## config.mk

```make
export PLATFORM = sky130hd
export DESIGN_NAME = spis_top
export DESIGN_NICKNAME = d
export VERILOG_FILES = /design/src/rtl/spis_pkg.sv /design/src/rtl/spis_sync.sv /design/src/rtl/spis_edges.sv /design/src/rtl/spis_ctrl.sv /design/src/rtl/spis_datapath.sv /design/src/rtl/spis_top.sv
export SDC_FILE = /design/constraint.sdc
export NUM_CORES = 1
export LEC_CHECK = 0
export ABC_AREA = 1
export BUFFER_PORTS_ARGS = -buffer_cell sky130_fd_sc_hd__buf_4
export CORE_MARGIN = 2
export CORE_UTILIZATION = 42
export DETAILED_ROUTE_END_ITERATION = 6
export GPL_ROUTABILITY_DRIVEN = 0
export GPL_TIMING_DRIVEN = 0
export PLACE_DENSITY = 0.67
export RECOVER_POWER = 50
export SYNTH_ARGS = -nofsm -noshare
export SYNTH_HDL_FRONTEND = slang
export SYNTH_SLANG_ARGS = --single-unit
```

## constraint.sdc

```tcl
create_clock -name clk -period 3.6 [get_ports clk]
set_clock_uncertainty 0.15 [all_clocks]
set_input_delay 0.9 -clock clk [delete_from_list [all_inputs] [get_ports clk]]
set_output_delay 0.9 -clock clk [all_outputs]
set_load 0.005 [all_outputs]
```

## src/rtl/spis_pkg.sv

```systemverilog
package spis_pkg;
    typedef enum logic [1:0] {
        ST_IDLE = 2'd0,
        ST_ARM  = 2'd1,
        ST_RUN  = 2'd2
    } spis_state_e;
endpackage

```

## src/rtl/spis_sync.sv

```systemverilog
module spis_sync #(
    parameter int              W       = 1,
    parameter int              STAGES  = 2,
    parameter logic [W-1:0]    RST_VAL = '0
) (
    input  logic         clk,
    input  logic         rst,
    input  logic [W-1:0] d,
    output logic [W-1:0] q
);
    logic [W-1:0] chain [STAGES];

    genvar g;
    generate
        for (g = 0; g < STAGES; g++) begin : g_stage
            if (g == 0) begin : g_first
                always_ff @(posedge clk) begin
                    if (rst) chain[0] <= RST_VAL;
                    else     chain[0] <= d;
                end
            end else begin : g_next
                always_ff @(posedge clk) begin
                    if (rst) chain[g] <= RST_VAL;
                    else     chain[g] <= chain[g-1];
                end
            end
        end
    endgenerate

    assign q = chain[STAGES-1];
endmodule

```

## src/rtl/spis_edges.sv

```systemverilog
module spis_edges (
    input  logic clk,
    input  logic rst,
    input  logic sck_s,
    input  logic cpol,
    input  logic cpha,
    output logic shift_en,
    output logic change_en
);
    logic sck_p;
    logic rise, fall, lead, trail;

    always_ff @(posedge clk) begin
        if (rst) sck_p <= sck_s;
        else     sck_p <= sck_s;
    end

    always_comb begin
        rise      = sck_s & ~sck_p;
        fall      = ~sck_s & sck_p;
        lead      = cpol ? fall : rise;
        trail     = cpol ? rise : fall;
        shift_en  = cpha ? trail : lead;
        change_en = cpha ? lead : trail;
    end
endmodule

```

## src/rtl/spis_ctrl.sv

```systemverilog
module spis_ctrl
    import spis_pkg::*;
(
    input  logic clk,
    input  logic rst,
    input  logic cs_act,
    output logic clr,
    output logic arm,
    output logic run
);
    spis_state_e state, nxt;

    always_ff @(posedge clk) begin
        if (rst) state <= ST_IDLE;
        else     state <= nxt;
    end

    always_comb begin
        unique case (state)
            ST_IDLE: begin
                nxt = cs_act ? ST_ARM : ST_IDLE;
                clr = 1'b1;
                arm = 1'b0;
                run = 1'b0;
            end
            ST_ARM: begin
                nxt = cs_act ? ST_RUN : ST_IDLE;
                clr = 1'b0;
                arm = 1'b1;
                run = 1'b0;
            end
            ST_RUN: begin
                nxt = cs_act ? ST_RUN : ST_IDLE;
                clr = 1'b0;
                arm = 1'b0;
                run = 1'b1;
            end
            default: begin
                nxt = ST_IDLE;
                clr = 1'b1;
                arm = 1'b0;
                run = 1'b0;
            end
        endcase
    end

    // arming lasts one cycle per select assertion
    p_arm_single_r8: assert property (@(posedge clk) disable iff (rst)
        arm |=> !arm);
endmodule

```

## src/rtl/spis_datapath.sv

```systemverilog
module spis_datapath #(
    parameter int WORD_W = 8
) (
    input  logic              clk,
    input  logic              rst,
    input  logic              clr,
    input  logic              arm,
    input  logic              run,
    input  logic              cpha,
    input  logic              shift_en,
    input  logic              change_en,
    input  logic              mosi_s,
    input  logic              wr_en,
    input  logic [WORD_W-1:0] wr_data,
    output logic              miso,
    output logic              tx_req,
    output logic [WORD_W-1:0] rx_data,
    output logic              rx_valid
);
    localparam int CW = (WORD_W > 2) ? $clog2(WORD_W) : 1;
    localparam logic [CW-1:0] LAST_IDX = CW'(WORD_W - 1);

    logic [WORD_W-1:0] hold_q, tx_sr, rx_sr;
    logic [CW-1:0]     bit_cnt;
    logic              load_now, shift_now, samp, last;

    always_comb begin
        load_now  = (arm && !cpha) || (run && change_en && bit_cnt == '0);
        shift_now = run && change_en && bit_cnt != '0;
        samp      = run && shift_en;
        last      = samp && bit_cnt == LAST_IDX;
    end

    always_ff @(posedge clk) begin
        if (rst) begin
            hold_q <= '0;
        end else if (wr_en) begin
            hold_q <= wr_data;
        end
    end

    always_ff @(posedge clk) begin
        if (rst || clr) begin
            tx_sr   <= '0;
            rx_sr   <= '0;
            bit_cnt <= '0;
        end else begin
            if (load_now)       tx_sr <= hold_q;
            else if (shift_now) tx_sr <= {tx_sr[WORD_W-2:0], 1'b0};
            if (samp) begin
                rx_sr   <= {rx_sr[WORD_W-2:0], mosi_s};
                bit_cnt <= last ? '0 : bit_cnt + CW'(1);
            end
        end
    end

    always_ff @(posedge clk) begin
        if (rst) begin
            tx_req   <= 1'b0;
            rx_valid <= 1'b0;
            rx_data  <= '0;
        end else begin
            tx_req   <= load_now && !clr;
            rx_valid <= last && !clr;
            if (last && !clr) rx_data <= {rx_sr[WORD_W-2:0], mosi_s};
        end
    end

    assign miso = tx_sr[WORD_W-1];

    p_req_pulse_r5: assert property (@(posedge clk) disable iff (rst)
        tx_req |=> !tx_req);
    p_req_cause_r5: assert property (@(posedge clk) disable iff (rst)
        tx_req |-> $past(arm || change_en));
    p_valid_pulse_r9: assert property (@(posedge clk) disable iff (rst)
        rx_valid |=> !rx_valid);
    p_valid_cause_r3: assert property (@(posedge clk) disable iff (rst)
        rx_valid |-> $past(run && shift_en));
    p_cnt_range_r6: assert property (@(posedge clk) disable iff (rst)
        bit_cnt <= LAST_IDX);
endmodule

```

## src/rtl/spis_top.sv

```systemverilog
module spis_top #(
    parameter int WORD_W      = 8,
    parameter int SYNC_STAGES = 2
) (
    input  logic              clk,
    input  logic              rst,
    input  logic              cpol,
    input  logic              cpha,
    input  logic              spi_sck,
    input  logic              spi_cs_n,
    input  logic              spi_mosi,
    output logic              spi_miso,
    input  logic              wr_en,
    input  logic [WORD_W-1:0] wr_data,
    output logic              tx_req,
    output logic [WORD_W-1:0] rx_data,
    output logic              rx_valid
);
    logic [2:0] bus_s;
    logic       cs_act, shift_en, change_en, clr, arm, run;

    spis_sync #(.W(3), .STAGES(SYNC_STAGES), .RST_VAL(3'b100)) u_sync (
        .clk (clk),
        .rst (rst),
        .d   ({spi_cs_n, spi_sck, spi_mosi}),
        .q   (bus_s)
    );

    assign cs_act = !bus_s[2];

    spis_edges u_edges (
        .clk       (clk),
        .rst       (rst),
        .sck_s     (bus_s[1]),
        .cpol      (cpol),
        .cpha      (cpha),
        .shift_en  (shift_en),
        .change_en (change_en)
    );

    spis_ctrl u_ctrl (
        .clk    (clk),
        .rst    (rst),
        .cs_act (cs_act),
        .clr    (clr),
        .arm    (arm),
        .run    (run)
    );

    spis_datapath #(.WORD_W(WORD_W)) u_dp (
        .clk       (clk),
        .rst       (rst),
        .clr       (clr),
        .arm       (arm),
        .run       (run),
        .cpha      (cpha),
        .shift_en  (shift_en),
        .change_en (change_en),
        .mosi_s    (bus_s[0]),
        .wr_en     (wr_en),
        .wr_data   (wr_data),
        .miso      (spi_miso),
        .tx_req    (tx_req),
        .rx_data   (rx_data),
        .rx_valid  (rx_valid)
    );

    // MISO quiet once the controller has been idle for a cycle
    p_idle_miso_r8: assert property (@(posedge clk) disable iff (rst)
        (clr && $past(clr)) |-> !spi_miso);
endmodule

```

# Word-level counts from Yosys, hierarchy flattened
# Memory sizes are Yosys's and may differ from the RTL's.
# Index checks and enable logic that the tools add are counted.
# word_totals
input_bits,16
word_cells,54
regBits,39
ram_bits,6
out_inout_bits,11
mem_count,1
# op_classes
bitwise,6
n_mux,18
n_addsub,1
n_reduce_logical,16
n_eq_ne,3
# mem_list
memory,depth,word_bits,rd,rd_ports_with_merged_regs,write_ports,line_no,text
u_sync.chain,2,3,2,0,2,spis_sync.sv:11,logic [W-1:0] chain [STAGES];
# op_table
op,count
$mux W8,2
$mux W1,11
$mux W3,3
$logic_and A1 B1 Y1,8
$pmux W2 S2,1
$add A3 B1 Y3 const B,1
$eq A3 B3 Y1 const B,1
$logic_not A3 Y1,1
$reduce_bool A3 Y1,1
$and A1 B1 Y1,2
$eq A2 B1 Y1 const B,1
$eq A2 B2 Y1 const B,1
$logic_not A2 Y1,1
$logic_or A1 B1 Y1,2
$mux W2,1
$not A1 Y1,2
$or A1 B1 Y1,2
$reduce_bool A2 Y1,1
$reduce_or A2 Y1,1
$logic_not A1 Y1,1

# Depth between registers and ports, before layout
# An unclocked memory read counts as a cell.
# logic_depth
word_depth,9
mapped_depth,11
ltp_nobuf,10

# Hierarchy
# Synthesis repeated with hierarchy kept, for this count alone.
# hier_totals
cells_unflattened,252
hier_area_um2,1933.1
# modules_own_cells
module,cells_per_inst,area_per_inst_um2,instances,seq_area_each_um2
spis_datapath,200,1546.5,1,720.7
spis_sync,19,168.9,1,120.1
spis_ctrl,15,128.9,1,40.0
spis_edges,17,85.1,1,20.0
spis_top,1,3.8,1,0.0

# Least setup slack after synthesis
# No wires, ideal clock.
# synth_path
path_kind,input to register
startpoint,input cpol
endpoint,register u_dp.bit_cnt[0]
cell_stages,7
slack_ns,1.754
setup_ns,0.116
t_required_ns,3.334
arrival_time_ns,1.580
path_buffers,1
cell_sequence,inv_1 > nand3_1 > nand3_2 > nand3_2 > buf_6 > o21ai_0 > nor2_1
# synth_between
elab_chain_len,5
word_cells_on_any_way,6
classes_between,mux (4); reduce/logical (2)
# synth_lines
element,line_no,text
start: declaration,spis_top.sv:7,"input logic cpol,"
"$mux W1, on equally long branches","spis_edges.sv:21, spis_edges.sv:22",
$mux W1 (*),spis_edges.sv:23,shift_en = cpha ? trail : lead;
$logic_and A1 B1 Y1 (*),spis_datapath.sv:30,samp = run && shift_en;
$logic_and A1 B1 Y1,spis_datapath.sv:31,last = samp && bit_cnt == LAST_IDX;
$mux W3,spis_datapath.sv:52,bit_cnt <= last ? '0 : bit_cnt + CW'(1);
end signal: assignment,spis_datapath.sv:52,
end: declaration,spis_datapath.sv:24,logic [CW-1:0] bit_cnt;
# Mark *: on every way between the ends. The rest lies on a longest branch, timed or not.
# A chain may end at the register's enable or synchronous reset.

==> run_results.csv <==
group,metric,value,unit
cells_and_area,multi_input_area,810,um^2
timing,rsz0062_at_grt,"false",
floorplan,rows,24,
setup_path,critPathSlowestCell,"clkbuf_1",
detailed_routing,wl_met1,1610,um
clock_network,clock_tree.root_cell,"clkbuf_8",
floorplan,die_h,71.0,um
global_route,grt_pass1_wl,5720,um
global_route,grt_usage,14.2,%
clock_network,clk_pin_slew,0.08,ns
worst_hold_path,hp-class,"reg -> reg",
timing,hold_viol,0,
timing,hold_ws,0.235,ns
detailed_routing,wl_met2,1550,um
detailed_routing,drt_pass1_iterations,4,
synth,netlist_instances,253,
synth,ys_ff_latch,45,
setup_path,cp-end-kind,"register",
timing,slew_headroom,69.3,%
clock_network,cts_setup_buffers,0,
setup_path,startpoint_type,"input pin",
synth,synth_largest_area_cell,"dfxtp_1",
synth,yosys.area.top_type_share,47.8,%
power_and_ir_drop,leakage,0.00106,uW
timing,setup_viol,0,
timing,tightest_slew,0.460,ns
floorplan,io-pin-count,27,
clock_network,cts_buffers,5,
cells_and_area,ff_latch_area,901,um^2
synth,syn-num-nets,276,
synth,async_reset_ff_share,0,%
setup_path,slowest_delay,0.39,ns
clock_network,cts_resized,0,
synth,synth_edf_count,0,
detailed_routing,wl_per_cell,9.91,um
power_and_ir_drop,p_per_area,397,nW/um^2
cells_and_area,antenna_cells,0,
floorplan,die_width,71.0,um
synth,yosys-top-cells-area,"dfxtp_1 48%, nand2_1 12%, nor2_1 8.8%",
cells_and_area,nets,309,
power_and_ir_drop,ir_worst_vdd,270,uV
worst_hold_path,hold_start,"u_sync.chain[1][1]",
detailed_routing,drc,0,
synth,yosysWarningCount,0,
clock_network,holdBufCountCts,0,
global_route,grt_max_degree,15,
detailed_routing,drt_iter0_drc,71,
detailed_routing,drt-vias-per-instance,4.67,
synth,synth-main-ff-cell,"dfxtp_1",
timing,setup_tns,0,ns
global_route,gr-total-overflow,0,
setup_path,path_class,"in -> reg",
cells_and_area,fill_cells,448,
cells_and_area,drive_above_1_share,16.7,%
timing,finalCritPeriodShare,55.2,%
setup_path,rr_startpoint,"u_ctrl.state[0]",
floorplan,dieArea,5040,um^2
timing,finalMaxSlewViolations,0,
setup_path,ff2ff_path_depth,8,
synth,synth.most_common_cell,"nand2_1",
setup_path,setup.worst_path.start,"rst",
setup_path,cp.required,3.62,ns
global_route,antenna_found_initial,0,
synth,synth_common_cells,"61 x nand2_1, 45 x dfxtp_1, 44 x nor2_1",
global_route,grt_pass1_vias,1350,
setup_path,crit_path_frequent_cell,"clkbuf_1",
timing,max_freq,0.503,GHz
synth,ys_seq_area_share,47.8,%
synth,ys_types,20,
detailed_routing,highest_layer,"met4",
timing,fin_crit,1.99,ns
clock_network,htreeDepth,2,
placement,dp_hpwl,2460,um
clock_network,cts_sinks,45,
setup_path,critPathArrivalTime,2.01,ns
status,run_status,"finished clean",
floorplan,start_util,43.5,%
detailed_routing,vias,1582,
clock_network,clk_latency,0.30,ns
synth,avgSynthCellArea,7.44,um^2
placement,io_buffers,26,
clock_network,cts_tree,"yes",
synth,netlist_area,1880,um^2
detailed_routing,antenna_left,0,
setup_path,worst-path-max-fanout,10,
worst_hold_path,whs_path_depth,0,
flow_run,max-cap-violations,0,
clock_network,cts_buffer_depth,2,
detailed_routing,wl_met3,172,um
floorplan,core_area,4320,um^2
setup_path,worstPathCellList,"clkbuf_1 > inv_1 > nand2_1 > clkbuf_1 > nor2_1",
cells_and_area,area_delta_synth_final,18.5,%
detailed_routing,totalWireLength,3360,um
-- routing by layer --
layer / global-route usage [%] / up-vias
met5: 0 / -
met4: 3.14 / 0
met3: 5.41 / 5
met2: 24.7 / 26
met1: 16.5 / 702
li1: - / 849
-- power by group --
| group | leakage, uW | internal, uW | total (uW) | switching (uW) |
|---|---|---|---|---|
| Combinational | 0.000639 | 21.9 | 47.3 | 25.4 |
| Clock | 0.0000512 | 156 | 325 | 169 |
| Sequential | 0.000366 | 507 | 512 | 4.86 |
-- cell usage in the layout, fill, tap and decap left out, types with 2 or more instances in the layout --
cell type  instances
o21ai_1            3
nand3_2            3
nand3_1           18
buf_2              2
inv_2              2
buf_4             25
nand2_1           61
nand2_2            2
buf_6              3
inv_1             28
dfxtp_1           45
clkbuf_1           3
ha_1               7
o21ai_0           11
or2_2              2
a21oi_1           15
clkbuf_8           6
nor2_1            45
-- worst paths after layout --
path,endpoint,slack (ns)
hold reg to reg,u_edges.sck_p,0.24
hold / removal,u_edges.sck_p,0.24
setup reg to reg,u_dp.rx_data[5],1.98
setup / recovery,u_dp.tx_req,1.61
-- state kept, by name (all words and copies together) (netlist names) --
register,cells
u_dp.bit_cnt,3
u_ctrl.state,2
u_dp.hold_q,8
u_dp.tx_req,1
u_dp.tx_sr,8
u_dp.rx_valid,1
u_dp.rx_data,8
u_sync.chain,6
u_dp.rx_sr,7
u_edges.sck_p,1
-- worst max-delay path, delay by kind of cell --
family | cells | cell delay, ns
buffers and inverters | 3 | 0.87
and+or+nand+nor | 2 | 0.24
-- stage by stage --
stage	cell area, um^2	worst slack, ns	util (%)	std cells	total power (uW)
6_report	2230	1.61	51.6	339	885
5_1_grt	2230	1.45	51.6	339	922
4_1_cts	2240	1.77	51.8	339	897
3_5_place_dp	2140	1.51	49.6	331	573
3_3_place_gp	2140	1.51	49.6	331	572
2_1_floorplan	1880	1.75	-	253	551
-- final cells by class --
type	instances	share of cell area [%]
sequential	45	40.4
multi-input combinational	170	36.3
timing repair buffer	26	8.58
inverter	31	5.22
clock buffer	6	3.70
tap	52	2.92
buffer	7	2.30
clock inverter	2	0.617
-- cell families after synthesis --
group | Yosys count | synth area share, %
compound gates | 29 | 7.71
fa+ha+maj | 7 | 4.65
buf+inv | 38 | 9.04
flops | 45 | 47.8
simple gates | 134 | 30.8
(Power assumes the default switching activity.)
